### src/rtl/pixel_merge_acc.sv
`timescale 1ns/1ps
module pixel_merge_acc #(
  parameter int WIDTH = 64
) (
  input  logic             clk,
  input  logic             rst,
  input  logic [1:0]       op,
  input  logic [1:0]       pix_size,
  input  logic [WIDTH-1:0] src1,
  input  logic [WIDTH-1:0] src2,
  output logic [WIDTH-1:0] result
);
  localparam int LANES16 = WIDTH / 16;
  localparam int LANES32 = WIDTH / 32;
  localparam int SH_P8   = 8;
  localparam int SH_P16  = 6;
  localparam int SH_P32  = 8;
  localparam int SH_Z    = 16;

  logic [WIDTH-1:0] merge_q, merge_d, sum, ins_mask, shifted;
  logic [WIDTH-1:0] m_p8, m_p16, m_p32, m_z;

  for (genvar g = 0; g < LANES16; g++) begin : g_l16
    assign m_p8[g*16 +: 16]  = 16'hFF00;
    assign m_p16[g*16 +: 16] = 16'hFC00;
  end
  for (genvar g = 0; g < LANES32; g++) begin : g_l32
    assign m_p32[g*32 +: 32] = 32'hFF00_0000;
    assign m_z[g*32 +: 32]   = 32'hFFFF_0000;
  end

  assign sum = src1 + src2;

  always_comb begin
    ins_mask = '0;
    shifted  = merge_q;
    merge_d  = merge_q;
    unique case (op)
      2'd1: begin
        unique case (pix_size)
          2'd0: begin shifted = merge_q >> SH_P8;  ins_mask = m_p8;  end
          2'd1: begin shifted = merge_q >> SH_P16; ins_mask = m_p16; end
          2'd2: begin shifted = merge_q >> SH_P32; ins_mask = m_p32; end
          default: begin shifted = merge_q; ins_mask = '0; end
        endcase
        merge_d = (shifted & ~ins_mask) | (sum & ins_mask);
      end
      2'd2: begin
        shifted  = merge_q >> SH_Z;
        ins_mask = m_z;
        merge_d  = (shifted & ~ins_mask) | (sum & ins_mask);
      end
      2'd3:    merge_d = '0;
      default: merge_d = merge_q;
    endcase
  end

  always_ff @(posedge clk) begin
    if (rst) merge_q <= '0;
    else     merge_q <= merge_d;
  end

  assign result = (op == 2'd3) ? (src1 | merge_q) :
                  (op == 2'd0) ? '0 : sum;
endmodule

### config.mk
export PLATFORM = sky130hd
export DESIGN_NAME = pixel_merge_acc
export DESIGN_NICKNAME = d
export VERILOG_FILES = /design/src/rtl/pixel_merge_acc.sv
export SDC_FILE = /design/constraint.sdc
export NUM_CORES = 1
export LEC_CHECK = 0
export ABC_CLOCK_PERIOD_IN_PS = 3500
export BUFFER_PORTS_ARGS = -buffer_cell sky130_fd_sc_hd__buf_2
export CORE_UTILIZATION = 25
export DETAILED_ROUTE_END_ITERATION = 10
export RECOVER_POWER = 100
export SLEW_MARGIN = 20
export SYNTH_ARGS = -nofsm -noshare
export SYNTH_HDL_FRONTEND = slang
export SYNTH_SLANG_ARGS = --single-unit
### constraint.sdc
create_clock -name clk -period 3.5 [get_ports clk]
set_input_delay 0.525 -clock clk [delete_from_list [all_inputs] [get_ports clk]]
set_output_delay 0.525 -clock clk [all_outputs]
set_load 0.01 [all_outputs]
== Word level (Yosys, flattened, before mapping) ==
Index checks and enable logic that the tools add are counted.

* Flip-flop bits (word level): 64
* Bits in latches: 0
* RAM bits: 0
* Memory bits (read-only): 0
* Input bits: 134
* Output and inout port bits: 64
* Word-level logic and storage cells: 24
* Memories: 0

* $add $sub $neg: 1
* Multipliers: 0
* Divide/modulo/power cells: 0
* Order comparisons: 0
* Eq/ne operators: 5
* Shift-type cells: 0
* Muxes and demuxes: 7
* Bitwise gates (word level): 6
* Reductions and logical operators: 4

{| class="wikitable"
|+ Operator list
! kind !! count
|-
| $pmux W64 S3 || 2
|-
| $mux W64 || 4
|-
| $and A64 B64 Y64 || 2
|-
| $or A64 B64 Y64 || 2
|-
| $pmux W64 S2 || 1
|-
| $add A64 B64 Y64 || 1
|-
| $not A64 Y64 || 1
|-
| $or A48 B64 Y64 || 1
|-
| $eq A2 B2 Y1 const B || 3
|-
| $eq A2 B1 Y1 const B || 2
|-
| $logic_not A2 Y1 || 2
|-
| $reduce_bool A3 Y1 || 1
|-
| $reduce_or A2 Y1 || 1
|}

== Depth between registers and ports, before layout ==
Gate-level depths: netlist of run 1.

* Depth in word-level cells: 7
* Depth in mapped cells: 13
* Depth with buffers taken out: 13

== Worst setup path after synthesis of run 1 ==
OpenSTA, ideal clock, no wires.

* Path type: input -> output
* Start point: in src1[17]
* End point: out result[56]
* Data arrival time: 3.176 ns
* Required time: 2.975 ns
* Slack: -0.201 ns
* Cell stages on the path: 13
* Path buffers: 1
* Path through: ha_1 buf_6 a21o_1 a21o_1 a221o_1 or4b_4 o2111ai_2 a21oi_2 a21oi_2 o21ai_1 xor2_1 o21ai_1 o21ai_1

* Word-level cells in the longest chain between the ends: 3

{| class="wikitable"
|+ RTL lines
! element !! RTL line !! text
|-
| from (decl) || 9 || <nowiki>input logic [WIDTH-1:0] src1,</nowiki>
|-
| $add A64 B64 Y64 || 32 || <nowiki>assign sum = src1 + src2;</nowiki>
|-
| $mux W64 || 64 || <nowiki>(op == 2'd0) ? '0 : sum;</nowiki>
|-
| $mux W64 || 63 || <nowiki>assign result = (op == 2'd3) ? (src1 | merge_q) :</nowiki>
|-
| to (decl) || 11 || <nowiki>output logic [WIDTH-1:0] result</nowiki>
|}

Every way passes these cells.

== Worst setup path in the final report of run 1 ==
* Start point: in src2[17]
* End point: out result[52]

* Word-level cells in the longest chain between the ends: 3

{| class="wikitable"
|+ RTL lines
! element !! RTL line !! text
|-
| from (decl) || 10 || <nowiki>input logic [WIDTH-1:0] src2,</nowiki>
|-
| $add A64 B64 Y64 || 32 ||
|-
| $mux W64 || 64 ||
|-
| $mux W64 || 63 ||
|}

Every way passes these cells.

==> impl_metrics.py, run 1 <==
metrics = {
    "cells_and_area": {
        "area_growth_pct": 69.52,
        "fin_nets": 1926,
        "antenna_cells": 0,
        "final_layout_size_suffix_gt1_frac": 0.4409,
        "fin_util": 0.4329,
        "instances_no_fill": 2175,
    },
    "pwr": {
        "switching_share": 0.4043,
        "p_leak_nw": 6.209,
        "seqPwrFrac": 0.194,
        "power_frac_comb": 0.603,
        "powerDensity_nw_per_um2": 320.6,
        "peakVddDrop_mv": 0.2341,
        "clock_power_share": 0.203,
        "p_int_mw": 2.696,
        "switching_power_mw": 1.830,
    },
    "floorplanning": {
        "pin_count": 198,
        "rows": 66,
        "dieArea_um2": 34050,
        "start_util": 0.2554,
        "coreArea_um2": 32620,
        "die_w_um": 184.5,
        "die_h_um": 184.5,
    },
    "sta": {
        "maxSlewHeadroom": 0.2544,
        "worst_pin_slew_ns": 1.114,
        "finalCritPeriodShare": 1.155,
        "min_period_ns": 4.043,
        "final_hold_viol_count": 0,
        "setup_viol": 34,
        "whs_ns": 0.4946,
        "fin_skew_ns": 0.009950,
        "slew_viol_final": 0,
        "fmax_mhz": 247.3,
        "rsz0062_at_grt": "yes",
        "setup_slack_ns": -0.5435,
    },
    "yosys": {
        "synth_edf_count": 0,
        "ys_ff_latch": 64,
        "async_reset_ff_frac": 0,
        "ys_warn_count": 0,
        "syn_nets": 1465,
        "netlist_area_um2": 8329,
        "avgSynthCellArea_um2": 6.574,
        "synth-seq-area-share": 0.1538,
        "postSynthCellCount": 1267,
        "ys.flop_type": "dfxtp_1",
        "synth_cell_types": 70,
    },
    "critical_path": {
        "crit_fanout": 2,
        "crit_chain": "buf_6 -> ha_4 -> a21o_1 -> a21o_1 -> a221o_1 -> or4b_4 -> o2111ai_4 -> a21oi_2 -> a21oi_2 -> buf_4 -> xor2_2 -> or3_1 -> o221ai_2 -> buf_2",
        "critPathMaxStageDelay_ns": 0.58,
        "arrival_ns": 3.52,
        "worstSetupStartpoint": "src2[17]",
        "cp.required_ns": 2.97,
        "endpoint_kind": "output port",
        "crit_type": "input pin to output port",
        "reg2reg_from": "merge_q[61]",
        "crit_path_top_delay_cell": "or4b_4",
        "cp-start-kind": "input pin",
    },
    "grt": {
        "grt.overflow.total": 0,
        "antenna_found_initial": 0,
        "grt_pass1_wl_um": 60340,
        "grt_max_degree": 45,
        "grt_use_total": 0.2259,
        "first_global_vias": 11320,
    },
    "clocking": {
        "clk_latency_ns": 0.34,
        "clk_pin_slew_ns": 0.06,
        "h-tree-depth": 3,
        "numCtsBuffers": 9,
        "cts_root_buffer": "clkbuf_16",
        "cts_tree": "built",
        "clock_sinks": 64,
        "cts_buffer_depth": 2,
    },
    "run_status": {
        "status": "complete, but fails checks",
        "violations": "negative setup slack",
    },
    "place": {
        "place_ws_ns": -0.8123,
        "dp_hpwl_um": 30470,
        "dp_cells": 2108,
        "gp_congestion": 0.9473,
        "io_buffers": 197,
    },
    "routing": {
        "firstDrtPassIters": 5,
        "routed_wl_um": 40180,
        "num_vias": 11890,
        "drtIter0Drc": 936,
        "wl_per_cell_um": 18.47,
        "drcViolationCount": 0,
        "vias_per_cell": 5.466,
        "ant_nets": 0,
    },
    "min_path": {
        "min_from": "merge_q[3]",
        "holdCritPathClass": "flop to flop",
    },
    "job": {
        "maxCapViolations": 0,
    },
}
[layout by cell type (no fill, tap or decap), drive strengths merged, types with 8 or more instances in the layout]
| master | Yosys | layout |
|---|---|---|
| nor3 | 48 | 48 |
| xor2 | 26 | 26 |
| o21bai | 11 | 11 |
| buf | 10 | 546 |
| nor2b | 8 | 8 |
| ha | 63 | 63 |
| o22ai | 11 | 11 |
| clkbuf | 86 | 11 |
| a211oi | 15 | 15 |
| nand2b | 8 | 8 |
| o21ai | 191 | 191 |
| xnor2 | 35 | 35 |
| nand4 | 22 | 22 |
| nand2 | 156 | 156 |
| a21o | 37 | 37 |
| nor2 | 136 | 136 |
| o21a | 10 | 10 |
| a31oi | 18 | 18 |
| or3 | 24 | 24 |
| o311ai | 15 | 15 |
| dfxtp | 64 | 64 |
| o211ai | 19 | 19 |
| inv | 25 | 25 |
| a221oi | 19 | 19 |
| a21oi | 114 | 114 |
| nand3 | 11 | 11 |
[timing repair]
action / 4_1_cts / 5_1_grt
buffers inserted: 33 / 34
hold buffers: 0 / 0
pin swaps: 69 / 86
resized for setup: 202 / 135
endpoints found under the setup margin: 51 / 48
[cell families after synthesis]
logic type               Yosys count  share of synthesized area
flip-flops                        64                     0.1538
AO/OA/AOI/OAI                    520                     0.3924
XOR/XNOR                          61                    0.06505
buffers and inverters            121                    0.05633
adder cells (fa/ha/maj)           64                    0.09704
AND/OR/NAND/NOR                  436                     0.2342
multiplexers                       1                   0.001202
[cell type report]
class                      count  area (um^2)
fill                        3310        18500
inverter                      25        93.84
timing repair buffer         546         3852
clock buffer                  11        242.7
sequential                    64         1281
multi-input combinational   1082         8040
clock inverter                 5        56.30
tap                          442        553.0
[worst paths after layout]
kind | end | slack [ns] | depth (start not counted)
worst max register to register | merge_q[55] | 2.19 | 4
worst max-delay path | result[52] | -0.54 | 14
worst min register to register | merge_q[3] | 0.49 | 2
worst min-delay path | merge_q[3] | 0.49 | 2
[power by group through the flow]
stage	Sequential (mW)	Combinational, mW	Clock, mW
5_1_grt	0.884	2.94	0.953
6_report	0.880	2.73	0.918
2_1_floorplan	0.849	1.12	0
3_5_place_dp	0.890	2.16	0
3_3_place_gp	0.890	2.15	0
4_1_cts	0.875	2.48	0.924
[per-layer routing]
metal | up-vias | track usage | part of all wire
met2 | 530 | 0.3789 | 0.48
li1 | 5620 | - | -
met3 | 87 | 0.02608 | 0.068
met1 | 5652 | 0.2904 | 0.42
met5 | - | 0 | 0
met4 | 0 | 0.09667 | 0.034
[metrics by stage]
| stage | instance area, um^2 | total power [mW] | setup TNS [ns] |
|---|---|---|---|
| after detailed placement | 11800 | 3.055 | -26.65 |
| after global routing | 14120 | 4.774 | -12.29 |
| after CTS | 13320 | 4.278 | -7.466 |
| after global placement | 11800 | 3.038 | -22.81 |
| after floorplan | 8387 | 1.973 | -0.1201 |
| final | 14120 | 4.526 | -8.416 |
[synthesized netlist by cell type (all sizes together), types with 2 or more instances]
master / count / area, um^2
ha: 63 / 788.3
o22ai: 11 / 68.82
o311ai: 15 / 131.4
clkbuf: 86 / 326.6
xor2: 26 / 227.7
nor2b: 8 / 50.05
nor4: 4 / 25.02
o211a: 2 / 20.02
o31ai: 6 / 63.81
a221oi: 19 / 166.4
a21o: 37 / 277.8
buf: 10 / 48.79
a31oi: 18 / 112.6
nand3: 11 / 55.05
o41ai: 5 / 43.79
nand2: 156 / 585.6
nand2b: 8 / 50.05
a21oi: 114 / 585.6
o221ai: 6 / 52.55
a2111oi: 3 / 26.28
a21boi: 6 / 45.04
or3: 24 / 150.1
o21ai: 191 / 959.7
o21a: 10 / 75.07
dfxtp: 64 / 1281
nor2: 136 / 510.5
a22oi: 7 / 52.55
a211oi: 15 / 112.6
or2: 4 / 27.53
and3: 3 / 18.77
and2: 5 / 31.28
o221a: 7 / 78.83
o211ai: 19 / 142.6
inv: 25 / 93.84
xnor2: 35 / 314.1
nand4: 22 / 137.6
o2bb2ai: 3 / 26.28
nor3: 48 / 240.2
a2bb2oi: 6 / 52.55
o21bai: 11 / 82.58
[worst max-delay path: cells and delay by family]
kind	cells	cell delay [ns]
AO/OA/AOI/OAI	7	1.37
AND/OR/NAND/NOR	2	0.90
buffers and inverters	3	0.40
adder cells (fa/ha/maj)	1	0.23
XOR/XNOR	1	0.07
Note: power is estimated with default switching activity, not from simulation.
==> run 2, diff against run 1 <==
- BUFFER_PORTS_ARGS: -buffer_cell sky130_fd_sc_hd__buf_2 -> -buffer_cell sky130_fd_sc_hd__buf_4
- CTS_CLUSTER_SIZE: default -> 10
- PLACE_DENSITY_LB_ADDON: default -> 0.12
==> impl_metrics.py, run 2 (synthesis results as in run 1) <==
metrics = {
    "clocking": {
        "cts_tree": "built",
        "cts_buffer_depth": 2,
        "holdBufCountCts": 0,
        "h-tree-depth": 3,
        "cts_root_buffer": "clkbuf_16",
        "clk_latency_ns": 0.33,
        "clock_sinks": 64,
        "clk_pin_slew_ns": 0.05,
        "numCtsBuffers": 9,
    },
    "sta": {
        "min_period_ns": 3.997,
        "rsz0062_at_grt": "yes",
        "fmax_mhz": 250.2,
        "maxSlewHeadroom": 0.2287,
        "worst_pin_slew_ns": 1.153,
        "setup_slack_ns": -0.4970,
        "fin_skew_ns": 0.006024,
        "slew_viol_final": 0,
        "finalCritPeriodShare": 1.142,
        "final_hold_viol_count": 0,
        "setup_viol": 44,
        "whs_ns": 0.5015,
    },
    "critical_path": {
        "worst_path_most_repeated_cell": "buf_4",
        "crit_chain": "buf_4 -> ha_1 -> a21o_1 -> a221o_1 -> or4b_4 -> o2111ai_4 -> a21oi_4 -> a21oi_2 -> buf_4 -> xor2_4 -> or3_1 -> o221ai_2 -> buf_4",
        "cp-start-kind": "input pin",
        "reg2reg_slack_ns": 2.14,
        "ff2ff_path_depth": 4,
        "crit_path_top_delay_cell": "or4b_4",
        "reg2reg_from": "merge_q[61]",
        "crit_fanout": 4,
        "cp.required_ns": 2.97,
        "arrival_ns": 3.47,
        "crit_type": "input pin to output port",
        "endpoint_kind": "output port",
        "critPathMaxStageDelay_ns": 0.59,
        "rr_endpoint": "merge_q[55]",
    },
    "routing": {
        "num_vias": 11510,
        "drcViolationCount": 0,
        "wl_per_cell_um": 18.82,
        "firstDrtPassIters": 5,
        "drtIter0Drc": 677,
        "vias_per_cell": 5.268,
        "routed_wl_um": 41100,
        "ant_nets": 0,
    },
    "floorplanning": {
        "start_util": 0.2554,
        "die_h_um": 184.5,
        "die_w_um": 184.5,
        "pin_count": 198,
        "coreArea_um2": 32620,
        "dieArea_um2": 34050,
        "rows": 66,
    },
    "cells_and_area": {
        "nFillCells": 3320,
        "finalInstanceArea_um2": 15000,
        "layout_common_cells": "buf_4, nand2_1, nor2_1, o21ai_0, a21oi_1",
        "regArea_um2": 1281,
        "final_common_cell": "buf_4",
        "fin_nets": 1936,
        "antenna_cells": 0,
        "multiInputGateArea_um2": 8305,
        "area_growth_pct": 80.08,
        "final_layout_size_suffix_gt1_frac": 0.4627,
        "fin_util": 0.4598,
    },
    "place": {
        "gp_congestion": 0.8712,
        "dp_hpwl_um": 30970,
        "io_buffers": 197,
        "placed_cell_area_um2": 12270,
    },
    "grt": {
        "first_global_vias": 11240,
        "grt.overflow.total": 0,
        "grt_pass1_wl_um": 62330,
        "grt_use_total": 0.2340,
        "antenna_found_initial": 0,
        "grt_max_degree": 68,
    },
    "pwr": {
        "p_leak_nw": 6.498,
        "powerDensity_nw_per_um2": 317.6,
        "peakVddDrop_mv": 0.2087,
    },
    "min_path": {
        "hold_depth": 2,
        "min_to": "merge_q[3]",
        "min_from": "merge_q[3]",
        "holdCritPathClass": "flop to flop",
    },
    "job": {
        "maxCapViolations": 0,
    },
    "run_status": {
        "violations": "negative setup slack",
        "status": "complete, but fails checks",
    },
}
==> run 2: report_power, final <==
part / leakage, nW / internal (mW) / total [mW] / switching, mW
clock: 0.148 / 0.606 / 0.933 / 0.327
combinational: 5.82 / 1.51 / 2.95 / 1.44
sequential: 0.527 / 0.793 / 0.880 / 0.0877
total: 6.50 / 2.91 / 4.76 / 1.85
==> run 2: final cells by class <==
cell class                 count  share of cell area
sequential                    64             0.08542
multi-input combinational   1082              0.5537
inverter                      25            0.006256
timing repair buffer         556              0.2972
tap                          442             0.03687
clock inverter                 2            0.002503
clock buffer                  13             0.01802
==> run 2: worst max-delay path: cells and delay by family <==
family | cells | cell delay (ns)
compound gates | 6 | 1.20
xor+xnor | 1 | 0.07
fa+ha+maj | 1 | 0.33
buf+inv | 3 | 0.42
simple gates | 2 | 0.91
==> run 2: through the flow <==
stage               setup TNS (ns)  setup slack, ns  instances  power, mW
floorplan                  -0.1201         -0.08483       1267      1.973
global placement            -26.39          -0.8555       2104      3.178
detailed placement          -27.91          -0.8912       2104      3.178
CTS                         -8.065          -0.5248       2164      4.506
global route                -16.02          -0.5724       2184      5.046
finish                      -9.580          -0.4970       2184      4.765
==> run 2: metal layers <==
layer / vias to the layer above / track usage / part of all wire
li1: 5633 / - / -
met1: 5496 / 0.3166 / 0.46
met2: 336 / 0.4085 / 0.48
met3: 40 / 0.01660 / 0.042
met4: 0 / 0.03867 / 0.015
met5: - / 0 / 0
==> run 2: worst max path at each step <==
stage,to,from,slack (ns),cells after the start
after global routing,result[56],src1[17],-0.57,14
final,result[52],src1[18],-0.50,13
after floorplan,result[56],src1[17],-0.08,13
after detailed placement,result[62],src1[0],-0.89,16
after CTS,result[52],src1[17],-0.52,14
after global placement,result[56],src1[0],-0.86,17
==> run 2: repair_timing <==
item | CTS | global route
resized for setup | 243 | 191
buffers inserted | 50 | 33
setup endpoints to repair | 51 | 49
pin swaps | 101 | 117
==> run 3, diff against run 2 <==
--- a/config.mk
+++ b/config.mk
@@ -6,4 +6,5 @@
 export NUM_CORES = 1
 export LEC_CHECK = 0
+export ABC_AREA = 1
 export ABC_CLOCK_PERIOD_IN_PS = 3500
 export BUFFER_PORTS_ARGS = -buffer_cell sky130_fd_sc_hd__buf_4
@@ -11,4 +12,5 @@
 export CTS_CLUSTER_SIZE = 10
 export DETAILED_ROUTE_END_ITERATION = 10
+export MAX_ROUTING_LAYER = met4
 export PLACE_DENSITY_LB_ADDON = 0.12
 export RECOVER_POWER = 100
==> constraint.sdc (replaced) <==
create_clock -name clk -period 3.5 [get_ports clk]
set_input_delay 0.525 -clock clk [delete_from_list [all_inputs] [get_ports clk]]
set_output_delay 0.525 -clock clk [all_outputs]
set_load 0.1 [all_outputs]
==> impl_metrics.py, run 3 <==
metrics = {
    "cells_and_area": {
        "instances_no_fill": 2412,
        "antenna_cells": 0,
        "final_common_cell": "nand2_1",
        "layout_common_cells": "nand2_1, buf_4, inv_1, a21oi_1, o21ai_0",
        "fin_nets": 2137,
        "area_growth_pct": 34.52,
        "final_layout_size_suffix_gt1_frac": 0.2052,
    },
    "yosys": {
        "synth_cell_types": 43,
        "ys.flop_type": "dfxtp_1",
        "netlist_area_um2": 9256,
        "ys_warn_count": 0,
        "postSynthCellCount": 1690,
        "syn_nets": 1888,
        "synth.top_cell.area_share": 0.1942,
        "yosys.area.top_type": "nand2_1",
        "synth_edf_count": 0,
        "synth_common_cells": "nand2_1, inv_1, a21oi_1",
        "async_reset_ff_frac": 0,
        "synth-seq-area-share": 0.1384,
        "avgSynthCellArea_um2": 5.477,
        "netlist_top_cells_area": "nand2_1, dfxtp_1, a21oi_1",
        "ys_ff_latch": 64,
        "synth_most_common_cell": "nand2_1",
    },
    "floorplanning": {
        "start_util": 0.2534,
        "pin_count": 198,
        "die_h_um": 194.4,
        "die_w_um": 194.4,
        "dieArea_um2": 37800,
        "rows": 70,
        "coreArea_um2": 36520,
    },
    "sta": {
        "final_hold_viol_count": 0,
        "maxSlewHeadroom": 0.3454,
        "slew_viol_final": 0,
        "rsz0062_at_grt": "yes",
        "fin_skew_ns": 0.008091,
        "fmax_mhz": 294.8,
        "final.setup.tns_ns": 0,
        "worst_pin_slew_ns": 0.9809,
        "min_period_ns": 3.392,
        "setup_viol": 0,
        "finalCritPeriodShare": 0.9690,
    },
    "place": {
        "gp_congestion": 0.9834,
        "dp_hpwl_um": 42890,
        "dp_cells": 2395,
        "io_buffers": 197,
    },
    "critical_path": {
        "crit_type": "input pin to output port",
        "endpoint_kind": "output port",
        "worstSetupStartpoint": "src1[4]",
        "arrival_ns": 2.87,
        "reg2reg_from": "merge_q[60]",
        "cp.required_ns": 2.97,
        "cp-start-kind": "input pin",
        "ff2ff_path_depth": 4,
        "crit_fanout": 4,
    },
    "pwr": {
        "p_leak_nw": 6.104,
        "peakVddDrop_mv": 0.2446,
        "powerDensity_nw_per_um2": 406.9,
    },
    "grt": {
        "grt.overflow.total": 0,
        "grt_use_total": 0.2746,
        "grt_max_degree": 65,
        "grtUsageMet1": 0.3457,
        "grt_pass1_wl_um": 75130,
        "antenna_found_initial": 0,
        "use_met2": 0.4503,
        "grt.met3_usage": 0.03071,
        "gr-max-usage-layer": "met2",
        "first_global_vias": 11870,
    },
    "routing": {
        "num_vias": 12190,
        "drcViolationCount": 0,
        "firstDrtPassIters": 5,
        "ant_nets": 0,
        "vias_per_cell": 5.053,
        "drtIter0Drc": 1097,
        "wl_per_cell_um": 21.34,
        "routed_wl_um": 51460,
    },
    "run_status": {
        "status": "finished clean",
    },
    "clocking": {
        "clock_sinks": 64,
        "cts_buffer_depth": 2,
        "clk_latency_ns": 0.34,
        "clk_pin_slew_ns": 0.06,
        "h-tree-depth": 3,
        "cts_tree": "built",
        "cts_root_buffer": "clkbuf_16",
        "numCtsBuffers": 9,
    },
    "min_path": {
        "holdCritPathClass": "flop to flop",
        "hold_depth": 2,
    },
    "job": {
        "maxCapViolations": 0,
    },
}
-- run 3: cell types whose count changed after synthesis, moves of 15 or more --
cell / change
inv_1: +193
nand2_1: +323
a21oi_1: +82
nand3_1: +89
clkbuf_1: -52
nor2_2: +15
a21o_1: -32
xnor2_1: -18
or3_1: -24
a221oi_1: -18
a211oi_1: -15
a31oi_1: -17
nor3_1: -36
-- run 3: what timing repair did --
item / CTS / global route
hold buffers: 0 / 0
gates resized for setup: 0 / 54
buffers inserted: 0 / 1
setup endpoints to repair: 0 / 31
-- run 3: power by group --
| group | switching (mW) | total (mW) | internal (mW) |
|---|---|---|---|
| clock network | 0.372 | 1.09 | 0.719 |
| registers | 0.102 | 0.897 | 0.794 |
| logic | 2.19 | 3.08 | 0.889 |
-- run 3: per-layer routing --
metal  share of wire  wire, um
met1            0.44     22660
met3           0.058      2975
met2            0.46     23710
met4           0.041      2112
met5               0         0
-- run 3: through the flow --
stage | setup slack (ns) | power, mW | utilization | hold WS [ns] | instance area [um^2]
5_1_grt | -0.003868 | 5.298 | 0.3409 | 0.5003 | 12450
6_report | 0.1084 | 5.067 | 0.3409 | 0.5097 | 12450
4_1_cts | 0.01034 | 4.982 | 0.3354 | 0.5096 | 12250
3_3_place_gp | -0.01740 | 3.905 | 0.3257 | 0.4910 | 11900
3_5_place_dp | 0.01397 | 3.899 | 0.3257 | 0.5016 | 11900
2_1_floorplan | -0.5253 | 2.832 | - | 0.4617 | 9305
-- run 3: cell families after synthesis --
family,count (synthesis),synth area share
xor+xnor,34,0.03217
simple gates,797,0.3643
flops,64,0.1384
compound gates,450,0.2620
buf+inv,281,0.1158
fa+ha+maj,64,0.08732
-- run 3: worst max-delay path, cell delays in order --
cell	delay, ns
buf_4	0.11
ha_1	0.33
a21oi_2	0.20
nor2_1	0.06
nor2_1	0.08
nand2_1	0.14
nand2_1	0.09
nand2_1	0.18
nand2_1	0.13
nand3_2	0.17
nand2_1	0.21
nand2_1	0.07
nand2_1	0.07
nand3_1	0.15
nand2_1	0.12
buf_6	0.23
-- run 3: worst paths after layout --
kind	endpoint	slack (ns)
max reg2reg	merge_q[60]	2.23
min reg2reg	flop	0.51
max	result[51]	0.11
min	flop	0.51
-- run 3: area by class of cell --
type                            count  area, um^2
Clock buffer                       10       239.0
Clock inverter                      6       115.1
Fill cell                        4151       24070
Inverter                          232       870.8
Multi-Input combinational cell   1345        7052
Sequential cell                    64        1281
Tap cell                          468       585.6
Timing Repair Buffer              287        2308
